[src/rtl/bcs_pkg.sv]
package bcs_pkg;

  typedef enum logic [3:0] {
    K_SEQ   = 4'd0,
    K_SJMP  = 4'd1,
    K_JZ    = 4'd2,
    K_JNZ   = 4'd3,
    K_JNC   = 4'd4,
    K_DJNZ  = 4'd5,
    K_LJMP  = 4'd6,
    K_ACALL = 4'd7,
    K_LCALL = 4'd8,
    K_RET   = 4'd9
  } kind_e;

  // Strobes from control to datapath
  typedef struct packed {
    logic capture;  // instruction accepted this cycle
    logic pushLo;
    logic pushHi;
    logic popHi;
    logic popLo;
  } strobe_t;

  function automatic logic isCall(input logic [3:0] k);
    return (k == K_ACALL) || (k == K_LCALL);
  endfunction

  function automatic logic isStackKind(input logic [3:0] k);
    return isCall(k) || (k == K_RET);
  endfunction

endpackage

[src/rtl/bcs_ctrl.sv]
module bcs_ctrl
  import bcs_pkg::*;
(
  input  logic       clk,
  input  logic       rstN,
  input  logic       instValid,
  input  logic [3:0] instKind,
  output strobe_t    strb,
  output logic       busy
);

  typedef enum logic [2:0] {
    S_IDLE, S_PUSH_LO, S_PUSH_HI, S_POP_HI, S_POP_LO
  } state_e;

  state_e state, stateNext;
  logic   accept;

  assign accept = instValid && (state == S_IDLE);
  assign busy   = (state != S_IDLE);

  always_comb begin
    stateNext = state;
    case (state)
      S_IDLE: begin
        if (accept && isCall(instKind))      stateNext = S_PUSH_LO;
        else if (accept && instKind == K_RET) stateNext = S_POP_HI;
      end
      S_PUSH_LO: stateNext = S_PUSH_HI;
      S_PUSH_HI: stateNext = S_IDLE;
      S_POP_HI:  stateNext = S_POP_LO;
      S_POP_LO:  stateNext = S_IDLE;
      default:   stateNext = S_IDLE;
    endcase
  end

  always_ff @(posedge clk) begin
    if (!rstN) state <= S_IDLE;
    else       state <= stateNext;
  end

  always_comb begin
    strb.capture = accept;
    strb.pushLo  = (state == S_PUSH_LO);
    strb.pushHi  = (state == S_PUSH_HI);
    strb.popHi   = (state == S_POP_HI);
    strb.popLo   = (state == S_POP_LO);
  end

endmodule

[src/rtl/bcs_dpath.sv]
module bcs_dpath
  import bcs_pkg::*;
#(
  parameter int DATA_W = 8,
  parameter int SP_W = 8,
  parameter int PAGE_W = 11,
  parameter logic [SP_W-1:0] SP_RESET = 8'h07
) (
  input  logic              clk,
  input  logic              rstN,
  input  strobe_t           strb,
  input  logic [3:0]        instKind,
  input  logic [1:0]        instLen,
  input  logic [DATA_W-1:0] opByte1,
  input  logic [DATA_W-1:0] opByte2,
  input  logic [2*DATA_W-1:0] curPc,
  input  logic [DATA_W-1:0] accVal,
  input  logic              carryFlag,
  input  logic [DATA_W-1:0] loopCount,
  output logic [2*DATA_W-1:0] nextPc,
  output logic              taken,
  output logic              pcValid,
  output logic [DATA_W-1:0] loopCountOut,
  output logic [SP_W-1:0]   stackPtr
);

  localparam int ADDR_W      = 2 * DATA_W;
  localparam int STACK_DEPTH = 1 << SP_W;

  logic [DATA_W-1:0] stackMem [STACK_DEPTH];
  logic [ADDR_W-1:0] pendTarget, retAddr;
  logic [DATA_W-1:0] hiByte;

  logic [ADDR_W-1:0] lenEff, seqPc, relTarget, longTarget, pageTarget;
  logic [ADDR_W-1:0] resolvedPc;
  logic [DATA_W-1:0] decCount;
  logic              branchTaken, isRelKind;
  logic [SP_W-1:0]   spInc, spDec;

  assign spInc = stackPtr + 1'b1;
  assign spDec = stackPtr - 1'b1;

  // Instruction length per kind
  always_comb begin
    case (instKind)
      K_SJMP, K_JZ, K_JNZ, K_JNC, K_DJNZ, K_ACALL: lenEff = ADDR_W'(2);
      K_LJMP, K_LCALL:                             lenEff = ADDR_W'(3);
      K_RET:                                       lenEff = ADDR_W'(1);
      default:                                     lenEff = ADDR_W'(instLen);
    endcase
  end

  assign seqPc      = curPc + lenEff;
  assign relTarget  = seqPc + {{(ADDR_W-DATA_W){opByte1[DATA_W-1]}}, opByte1};
  assign longTarget = {opByte1, opByte2};
  assign pageTarget = {seqPc[ADDR_W-1:PAGE_W], longTarget[PAGE_W-1:0]};
  assign decCount   = loopCount - 1'b1;
  assign isRelKind  = (instKind == K_SJMP) || (instKind == K_JZ) ||
                      (instKind == K_JNZ) || (instKind == K_JNC) ||
                      (instKind == K_DJNZ);

  always_comb begin
    case (instKind)
      K_SJMP:  branchTaken = 1'b1;
      K_JZ:    branchTaken = (accVal == '0);
      K_JNZ:   branchTaken = (accVal != '0);
      K_JNC:   branchTaken = !carryFlag;
      K_DJNZ:  branchTaken = (decCount != '0);
      K_LJMP:  branchTaken = 1'b1;
      default: branchTaken = 1'b0;
    endcase
  end

  always_comb begin
    if (!branchTaken)   resolvedPc = seqPc;
    else if (isRelKind) resolvedPc = relTarget;
    else                resolvedPc = longTarget;
  end

  // Result, pending call data and stack pointer
  always_ff @(posedge clk) begin
    if (!rstN) begin
      nextPc       <= '0;
      taken        <= 1'b0;
      pcValid      <= 1'b0;
      loopCountOut <= '0;
      stackPtr     <= SP_RESET;
      pendTarget   <= '0;
      retAddr      <= '0;
      hiByte       <= '0;
    end else begin
      pcValid <= 1'b0;
      if (strb.capture) begin
        loopCountOut <= (instKind == K_DJNZ) ? decCount : loopCount;
        if (!isStackKind(instKind)) begin
          nextPc  <= resolvedPc;
          taken   <= branchTaken;
          pcValid <= 1'b1;
        end else if (isCall(instKind)) begin
          pendTarget <= (instKind == K_ACALL) ? pageTarget : longTarget;
          retAddr    <= seqPc;
        end
      end
      if (strb.pushLo) stackPtr <= spInc;
      if (strb.pushHi) begin
        stackPtr <= spInc;
        nextPc   <= pendTarget;
        taken    <= 1'b1;
        pcValid  <= 1'b1;
      end
      if (strb.popHi) begin
        hiByte   <= stackMem[stackPtr];
        stackPtr <= spDec;
      end
      if (strb.popLo) begin
        nextPc   <= {hiByte, stackMem[stackPtr]};
        taken    <= 1'b1;
        pcValid  <= 1'b1;
        stackPtr <= spDec;
      end
    end
  end

  // Stack storage, written at the pre-incremented pointer
  always_ff @(posedge clk) begin
    if (strb.pushLo) stackMem[spInc] <= retAddr[DATA_W-1:0];
    if (strb.pushHi) stackMem[spInc] <= retAddr[ADDR_W-1:DATA_W];
  end

endmodule

[src/rtl/branch_call_seq.sv]
module branch_call_seq
  import bcs_pkg::*;
#(
  parameter logic [7:0] SP_RESET = 8'h07
) (
  input  logic        clk,
  input  logic        rstN,
  input  logic        instValid,
  input  logic [3:0]  instKind,
  input  logic [1:0]  instLen,
  input  logic [7:0]  opByte1,
  input  logic [7:0]  opByte2,
  input  logic [15:0] curPc,
  input  logic [7:0]  accVal,
  input  logic        carryFlag,
  input  logic [7:0]  loopCount,
  output logic [15:0] nextPc,
  output logic        taken,
  output logic        pcValid,
  output logic        busy,
  output logic [7:0]  loopCountOut,
  output logic [7:0]  stackPtr
);

  strobe_t strb;

  bcs_ctrl u_ctrl (
    .clk(clk), .rstN(rstN), .instValid(instValid), .instKind(instKind),
    .strb(strb), .busy(busy)
  );

  bcs_dpath #(.DATA_W(8), .SP_W(8), .PAGE_W(11), .SP_RESET(SP_RESET)) u_dpath (
    .clk(clk), .rstN(rstN), .strb(strb), .instKind(instKind),
    .instLen(instLen), .opByte1(opByte1), .opByte2(opByte2), .curPc(curPc),
    .accVal(accVal), .carryFlag(carryFlag), .loopCount(loopCount),
    .nextPc(nextPc), .taken(taken), .pcValid(pcValid),
    .loopCountOut(loopCountOut), .stackPtr(stackPtr)
  );

endmodule

[config.mk]
export PLATFORM = sky130hd
export DESIGN_NAME = branch_call_seq
export DESIGN_NICKNAME = d
export VERILOG_FILES = /design/src/rtl/bcs_pkg.sv /design/src/rtl/bcs_ctrl.sv /design/src/rtl/bcs_dpath.sv /design/src/rtl/branch_call_seq.sv
export SDC_FILE = /design/constraint.sdc
export NUM_CORES = 2
export LEC_CHECK = 0
export BUFFER_PORTS_ARGS = -buffer_cell sky130_fd_sc_hd__buf_2
export CAP_MARGIN = 40
export CELL_PAD_IN_SITES_DETAIL_PLACEMENT = 0
export CELL_PAD_IN_SITES_GLOBAL_PLACEMENT = 1
export CORE_ASPECT_RATIO = 0.7
export CORE_MARGIN = 2
export CORE_UTILIZATION = 50
export DETAILED_ROUTE_END_ITERATION = 10
export PLACE_DENSITY = 0.81
export SYNTH_ARGS = -nofsm -noshare
export SYNTH_HDL_FRONTEND = slang
export SYNTH_SLANG_ARGS = --single-unit
[constraint.sdc]
create_clock -name clk -period 4.55 [get_ports clk]
set_input_delay 0.455 -clock clk [delete_from_list [all_inputs] [get_ports clk]]
set_output_delay 0.455 -clock clk [all_outputs]
set_load 0.005 [all_outputs]
---- After elaboration in Yosys (flattened, before gate mapping) ----
Memory sizes are Yosys's and may differ from the RTL's. A register that Yosys moved wholly into a read port is not among the register bits.
Index checks and enable logic that the tools add are counted.
word-level totals
  output and inout bits ................... 35
  word-level logic and storage cells ...... 85
  memories ................................ 1
  input port bits ......................... 58
  bits in registers ....................... 77
  memory bits (writable) .................. 2048
cells by class
  mux-type cells .......................... 32
  bitwise logic cells ..................... 1
  reduce and logical (&&, ||, !) cells .... 22
  add/subtract/negate cells ............... 5
  eq/ne operators ......................... 15
memory list
  memory            depth  bits a word  read ports  clocked after Yosys merged registers in  write ports  line             source
  u_dpath.stackMem  256    8            1           1                                        1            bcs_dpath.sv:30  logic [DATA_W-1:0] stackMem [STACK_DEPTH];
operators by type and width
  operator               count
  $mux W16               7
  $mux W8                8
  $add A16 B16 Y16       1
  $add A16 B2 Y16        1
  $eq A4 B3 Y1 const B   4
  $reduce_bool A8 Y1     2
  $sub A8 B1 Y8 const B  2
  $mux W1                12
  $pmux W3 S3            1
  $add A8 B1 Y8 const B  1
  $eq A4 B2 Y1 const B   2
  $eq A4 B4 Y1 const B   2
  $logic_not A8 Y1       1
  $eq A3 B2 Y1 const B   2
  $logic_or A1 B1 Y1     6
  $mux W3                2
  $ne A3 B3 Y1 const B   2
  $pmux W2 S3            1
  $reduce_bool A3 Y1     2
  $reduce_or A6 Y1       1
  $pmux W1 S5            1
  $eq A4 B1 Y1 const B   1
  $reduce_bool A4 Y1     1
  $reduce_or A2 Y1       2
  other kinds (8)        10

---- Logic depth before layout (Yosys ltp) ----
  depth after elaboration ................. 11
  depth in mapped cells ................... 22
  mapped depth without buffers ............ 21

---- By module ----
A second synthesis with hierarchy kept.
second synthesis, totals
  cells, all modules ...................... 4371
  area, all modules ....................... 85469.5 µm²
by module, submodules not included
  module     sequential area each (µm²)  cells an instance  area each (µm²)  instances
  bcs_dpath  63140.6                     4353               85279.3          1
  bcs_ctrl   60.1                        18                 190.2            1

---- Worst setup path before layout ----
No wires, ideal clock.
  path kind ............................... input-to-reg
  start point ............................. input instKind[1]
  end point ............................... register u_dpath.nextPc[13]
  stages on the path ...................... 20
  setup time .............................. 70 ps
  data required time ...................... 4480 ps
  path slack .............................. 104 ps
  arrival ................................. 4376 ps
  path buffers ............................ 1
  path through ............................ clkbuf_1 > or2_2 > o221ai_1 > ha_1 > inv_1 > fa_1 > nand3b_1 > nor2_1 > nand3_1 > xor2_1 > inv_1 > ha_1 > o2111ai_1 > nor2_1 > a2111oi_0 > o31ai_1 > mux2i_1 > o211ai_1 > o211ai_1 > a21oi_1
between the ends
  longest elaborated chain between the ends .. 11
  elaborated cells between the ends (all ways) .. 30
  those cells by class .................... add/sub (2); eq/ne (10); mux (8); reduce/logical (10)
RTL lines
  what                                                         line                  source
  from (decl)                                                  branch_call_seq.sv:9  input logic [3:0] instKind,
  $eq A4 B3 Y1 (tied with other cells)                         bcs_dpath.sv:45       case (instKind)
  $reduce_or A6 Y1 / $reduce_or A2 Y1 (equally long branches)  bcs_dpath.sv:45
  $pmux W2 S3 *                                                bcs_dpath.sv:45
  $add A16 B2 Y16 *                                            bcs_dpath.sv:53       assign seqPc = curPc + lenEff;
  net u_dpath.seqPc[8]                                         bcs_dpath.sv:34       logic [ADDR_W-1:0] lenEff, seqPc, relTarget, longTarget, pageTarget;
  $add A16 B16 Y16 *                                           bcs_dpath.sv:54       assign relTarget = seqPc + {{(ADDR_W-DATA_W){opByte1[DATA_W-1]}}, opByte1};
  $mux W16 *                                                   bcs_dpath.sv:76       else if (isRelKind) resolvedPc = relTarget;
  $mux W16 *                                                   bcs_dpath.sv:75       if (!branchTaken) resolvedPc = seqPc;
  $mux W16 *                                                   bcs_dpath.sv:95       if (!isStackKind(instKind)) begin
  $mux W16 *                                                   bcs_dpath.sv:93       if (strb.capture) begin
  $mux W16 *                                                   bcs_dpath.sv:105      if (strb.pushHi) begin
  $mux W16 *                                                   bcs_dpath.sv:115      if (strb.popLo) begin
  to (signal assigned)                                         bcs_dpath.sv:96       nextPc <= resolvedPc;
  to (signal assigned)                                         bcs_dpath.sv:107      nextPc <= pendTarget;
  to (signal assigned)                                         bcs_dpath.sv:116      nextPc <= {hiByte, stackMem[stackPtr]};
  to (decl)                                                    bcs_dpath.sv:20       output logic [2*DATA_W-1:0] nextPc,
Mark *: on every way through the listed nets, which the timed path passes. The rest lies on a longest branch. The select of a mux whose other input is x is not followed.
A chain may end at the register's enable or synchronous reset.

---- Final worst setup path ----
  start point ............................. register u_dpath.stackPtr[0]
  end point ............................... memory u_dpath.stackMem[109][5], enable pin
between the ends
  longest elaborated chain between the ends .. 1
RTL lines
  what                    line              source
  from (decl)             bcs_dpath.sv:24   output logic [SP_W-1:0] stackPtr
  from (signal assigned)  bcs_dpath.sv:104  if (strb.pushLo) stackPtr <= spInc;
  from (signal assigned)  bcs_dpath.sv:106  stackPtr <= spInc;
  from (signal assigned)  bcs_dpath.sv:113  stackPtr <= spDec;
  $add A8 B1 Y8           bcs_dpath.sv:40   assign spInc = stackPtr + 1'b1;
  to (decl)               bcs_dpath.sv:30
No other way between the ends.

==> results.yml <==
outcome:
  status: "finished clean"
finish:
  final_nets: 4857
  nFillCells: 12300
  ff_latch_area_um2: 63220
  diodes: 0
  drive_above_1_share: 0.2567
  area_growth_pct: 12.95
  final_cell_mix: "2048 x edfxtp_1, 487 x mux4_2, 337 x nor2_1, 314 x buf_4, 203 x nand2_1"
  final_cell_count_no_fill: 7160
  multiInputGateArea_um2: 20620
  final_common_cell: "edfxtp_1"
floorplanning:
  ios: 93
  core_um2: 169000
  die_w_um: 497.6
  start_util: 0.5046
  dieArea_um2: 173900
  rows: 126
  die_h_um: 349.5
route:
  antenna_left: 0
  drt-initial-drc-count: 6475
  vias: 45900
  dr.max_layer_used: "met4"
  first_pass_iters: 5
  wl_met3_mm: 26.94
  drt_wl_total_mm: 216.7
  drt-met1-wl_mm: 91.08
  via_per_inst: 6.410
  wl_per_cell_um: 30.27
  wl_met2_mm: 93.32
  drc: 0
hold_path:
  hold_end: "u_dpath.retAddr[6]"
  min_from: "rstN"
  holdCritPathClass: "input port to register"
  worstHoldPathCells: 2
placement:
  numPortBuffers: 92
  dpl.hpwl_mm: 138.4
  dp_cells: 6803
  gp_congestion: 0.9439
critical_path:
  path_class: "register to register"
  cpLargestDelayFamily: "simple AND/OR/NAND/NOR gates"
  cp_num_buf_inv: 1
  rr_startpoint: "u_dpath.stackPtr[0]"
  r2r_end: "u_dpath.stackMem[109][5]"
  path_max_fanout: 16
  crit_path_start_kind: "register"
  endpoint_kind: "register"
  reg2regPathDepth: 7
  reg2reg_slack_ns: 0.36
  required_ns: 4.98
  crit_path_top_delay_cell: "nor2_1"
  worst_ep_arrival_time_ns: 4.62
  crit_path_frequent_cell: "nor2_1"
  cp_slowest_stage_delay_ns: 0.95
  cp_cell_sequence: "inv_1, nor2_1, nand4_1, xor2_1, nor2_1, nand2_1, nor2_1"
timing:
  final_hold_viol_count: 0
  slew_viol_final: 0
  maxSlewHeadroom: 0.3545
  hold_ws_ns: 0.03817
  setup_violations: 0
  fmax_mhz: 238.8
  tightest_slew_ns: 0.9413
  fin_crit_sh: 0.9205
  rsz0062_at_grt: "no"
  finClkSkew_ns: 0.02475
  fin_crit_ns: 4.188
grt:
  overflow: 0
  grt_pass1_vias: 44450
  antenna_found_initial: 5
  track_usage: 0.2476
  grt_pass1_wl_mm: 313.5
  grt_max_degree: 138
yosys:
  synth_edf_count: 2048
  synth-seq-cells: 2133
  syn_avg_cell_area_um2: 19.46
  synth.distinct_cells: 81
  syn_inst: 4382
  async_flop_share: 0
  synth_seq_area_share: 0.7411
  synth.net_count: 4470
  synth_warnings: 0
  synthesis.area_um2: 85280
  synth-main-ff-cell: "edfxtp_1"
cts:
  cts_max_level: 4
  cts-resized-gates: 0
  cts.sinks: 2133
  cts_buffers: 183
  root_buffer: "clkbuf_16"
  cts.path.max_buffers: 3
  cts_tree: "built"
  path_clk_slew_ns: 0.06
  clock_latency_ns: 0.82
flow_run:
  drv_cap: 0
power_and_ir_drop:
  ir_worst_vdd_mv: 0.3508
  p_per_area_nw_per_um2: 407.6
  p_leak_nw: 32.57
-- final cells by class --
type / instances / share of cell area
clock buffer: 236 / 0.05027
clock inverter: 100 / 0.009339
inverter: 28 / 0.001117
multi-input combinational: 1960 / 0.2141
sequential: 2133 / 0.6563
tap: 2240 / 0.02910
timing repair buffer: 463 / 0.03977
-- cell families after synthesis --
logic type,synth area share
multiplexers,0.1545
AO/OA/AOI/OAI,0.03573
adder cells (fa/ha/maj),0.004578
buffers and inverters,0.01877
flip-flops,0.7411
XOR/XNOR,0.004314
AND/OR/NAND/NOR,0.04096
-- flip-flops by register name, indices dropped and copies added (netlist names), named ones only --
signal / count
u_dpath.stackMem: 2048
u_dpath.nextPc: 16
u_dpath.pendTarget: 16
u_dpath.retAddr: 16
u_dpath.hiByte: 8
u_dpath.loopCountOut: 8
u_dpath.stackPtr: 8
u_ctrl.state: 3
u_dpath.pcValid: 1
u_dpath.taken: 1
-- metrics by stage --
| stage | power, mW | TNS [ns] | area (µm²) | setup WS [ns] | utilization |
|---|---|---|---|---|---|
| after global routing | 40.24 | 0 | 96320 | 0.3030 | 0.5700 |
| after CTS | 39.37 | 0 | 96280 | 0.5097 | 0.5697 |
| after detailed placement | 24.37 | -0.03716 | 90400 | -0.02188 | 0.5349 |
| after floorplan | 23.53 | 0 | 85280 | 0.1040 | - |
| final | 39.26 | 0 | 96320 | 0.3617 | 0.5700 |
| after global placement | 24.33 | -0.3425 | 90140 | -0.2047 | 0.5334 |
-- Yosys cell counts, drive strengths merged (6+ instances only) --
| master | instances | share of area |
|---|---|---|
| o211a | 17 | 0.0020 |
| o21a | 8 | 0.00070 |
| clkbuf | 102 | 0.0045 |
| a31oi | 30 | 0.0022 |
| xnor2 | 24 | 0.0025 |
| and2 | 24 | 0.0018 |
| nor3b | 12 | 0.0011 |
| o211ai | 13 | 0.0011 |
| nor2b | 24 | 0.0018 |
| xor2 | 18 | 0.0018 |
| a221oi | 20 | 0.0021 |
| a2111oi | 6 | 0.00062 |
| mux2 | 59 | 0.0078 |
| inv | 26 | 0.0011 |
| a21boi | 24 | 0.0021 |
| o2111ai | 6 | 0.00062 |
| nand4 | 14 | 0.0010 |
| nor3 | 39 | 0.0023 |
| mux4 | 500 | 0.13 |
| a21o | 9 | 0.00079 |
| o22ai | 33 | 0.0024 |
| nand2b | 17 | 0.0012 |
| dfxtp | 85 | 0.020 |
| o21ai | 65 | 0.0039 |
| nand3b | 8 | 0.00070 |
| a22oi | 17 | 0.0015 |
| and3 | 10 | 0.00073 |
| nor4 | 12 | 0.00088 |
| ha | 28 | 0.0041 |
| a22o | 17 | 0.0017 |
| nand2 | 205 | 0.0090 |
| o31ai | 14 | 0.0012 |
| mux2i | 120 | 0.014 |
| nor2 | 338 | 0.015 |
| or2 | 6 | 0.00044 |
| buf | 159 | 0.013 |
| nand3 | 34 | 0.0020 |
| a21oi | 74 | 0.0043 |
| or4 | 6 | 0.00053 |
| a211oi | 18 | 0.0016 |
| edfxtp | 2048 | 0.72 |
| o221ai | 35 | 0.0036 |
-- what timing repair did --
action / CTS / global route
buffers inserted: 0 / 0
hold buffers: 14 / 0
endpoints found under the hold margin: 15 / 0
-- how the worst max path moves through the flow --
| stage | start | end | slack [ns] | cells past startpoint |
|---|---|---|---|---|
| 2_1_floorplan | instKind[1] | u_dpath.nextPc[13] | 0.10 | 20 |
| 5_1_grt | u_dpath.stackPtr[0] | u_dpath.stackMem[109][5] | 0.30 | 7 |
| 4_1_cts | register | u_dpath.hiByte[4] | 0.51 | 11 |
| 3_3_place_gp | instKind[2] | u_dpath.nextPc[15] | -0.20 | 21 |
| 6_report | u_dpath.stackPtr[0] | u_dpath.stackMem[109][5] | 0.36 | 7 |
| 3_5_place_dp | instKind[2] | u_dpath.nextPc[15] | -0.02 | 21 |
-- where the power goes --
part | switching [mW] | leakage (nW) | internal (mW) | total [mW]
Clock | 7.08 | 2.76 | 8.19 | 15.3
Combinational | 1.44 | 9.71 | 1.03 | 2.47
Sequential | 0.0674 | 20.1 | 21.4 | 21.5
Total | 8.60 | 32.6 | 30.7 | 39.3
-- layer usage --
metal  vias up  GRT usage
li1      18730          -
met4         0    0.06353
met1     23980     0.3841
met2      2833     0.3492
met5         -          0
met3       350    0.06517
(Power assumes the default switching activity.)
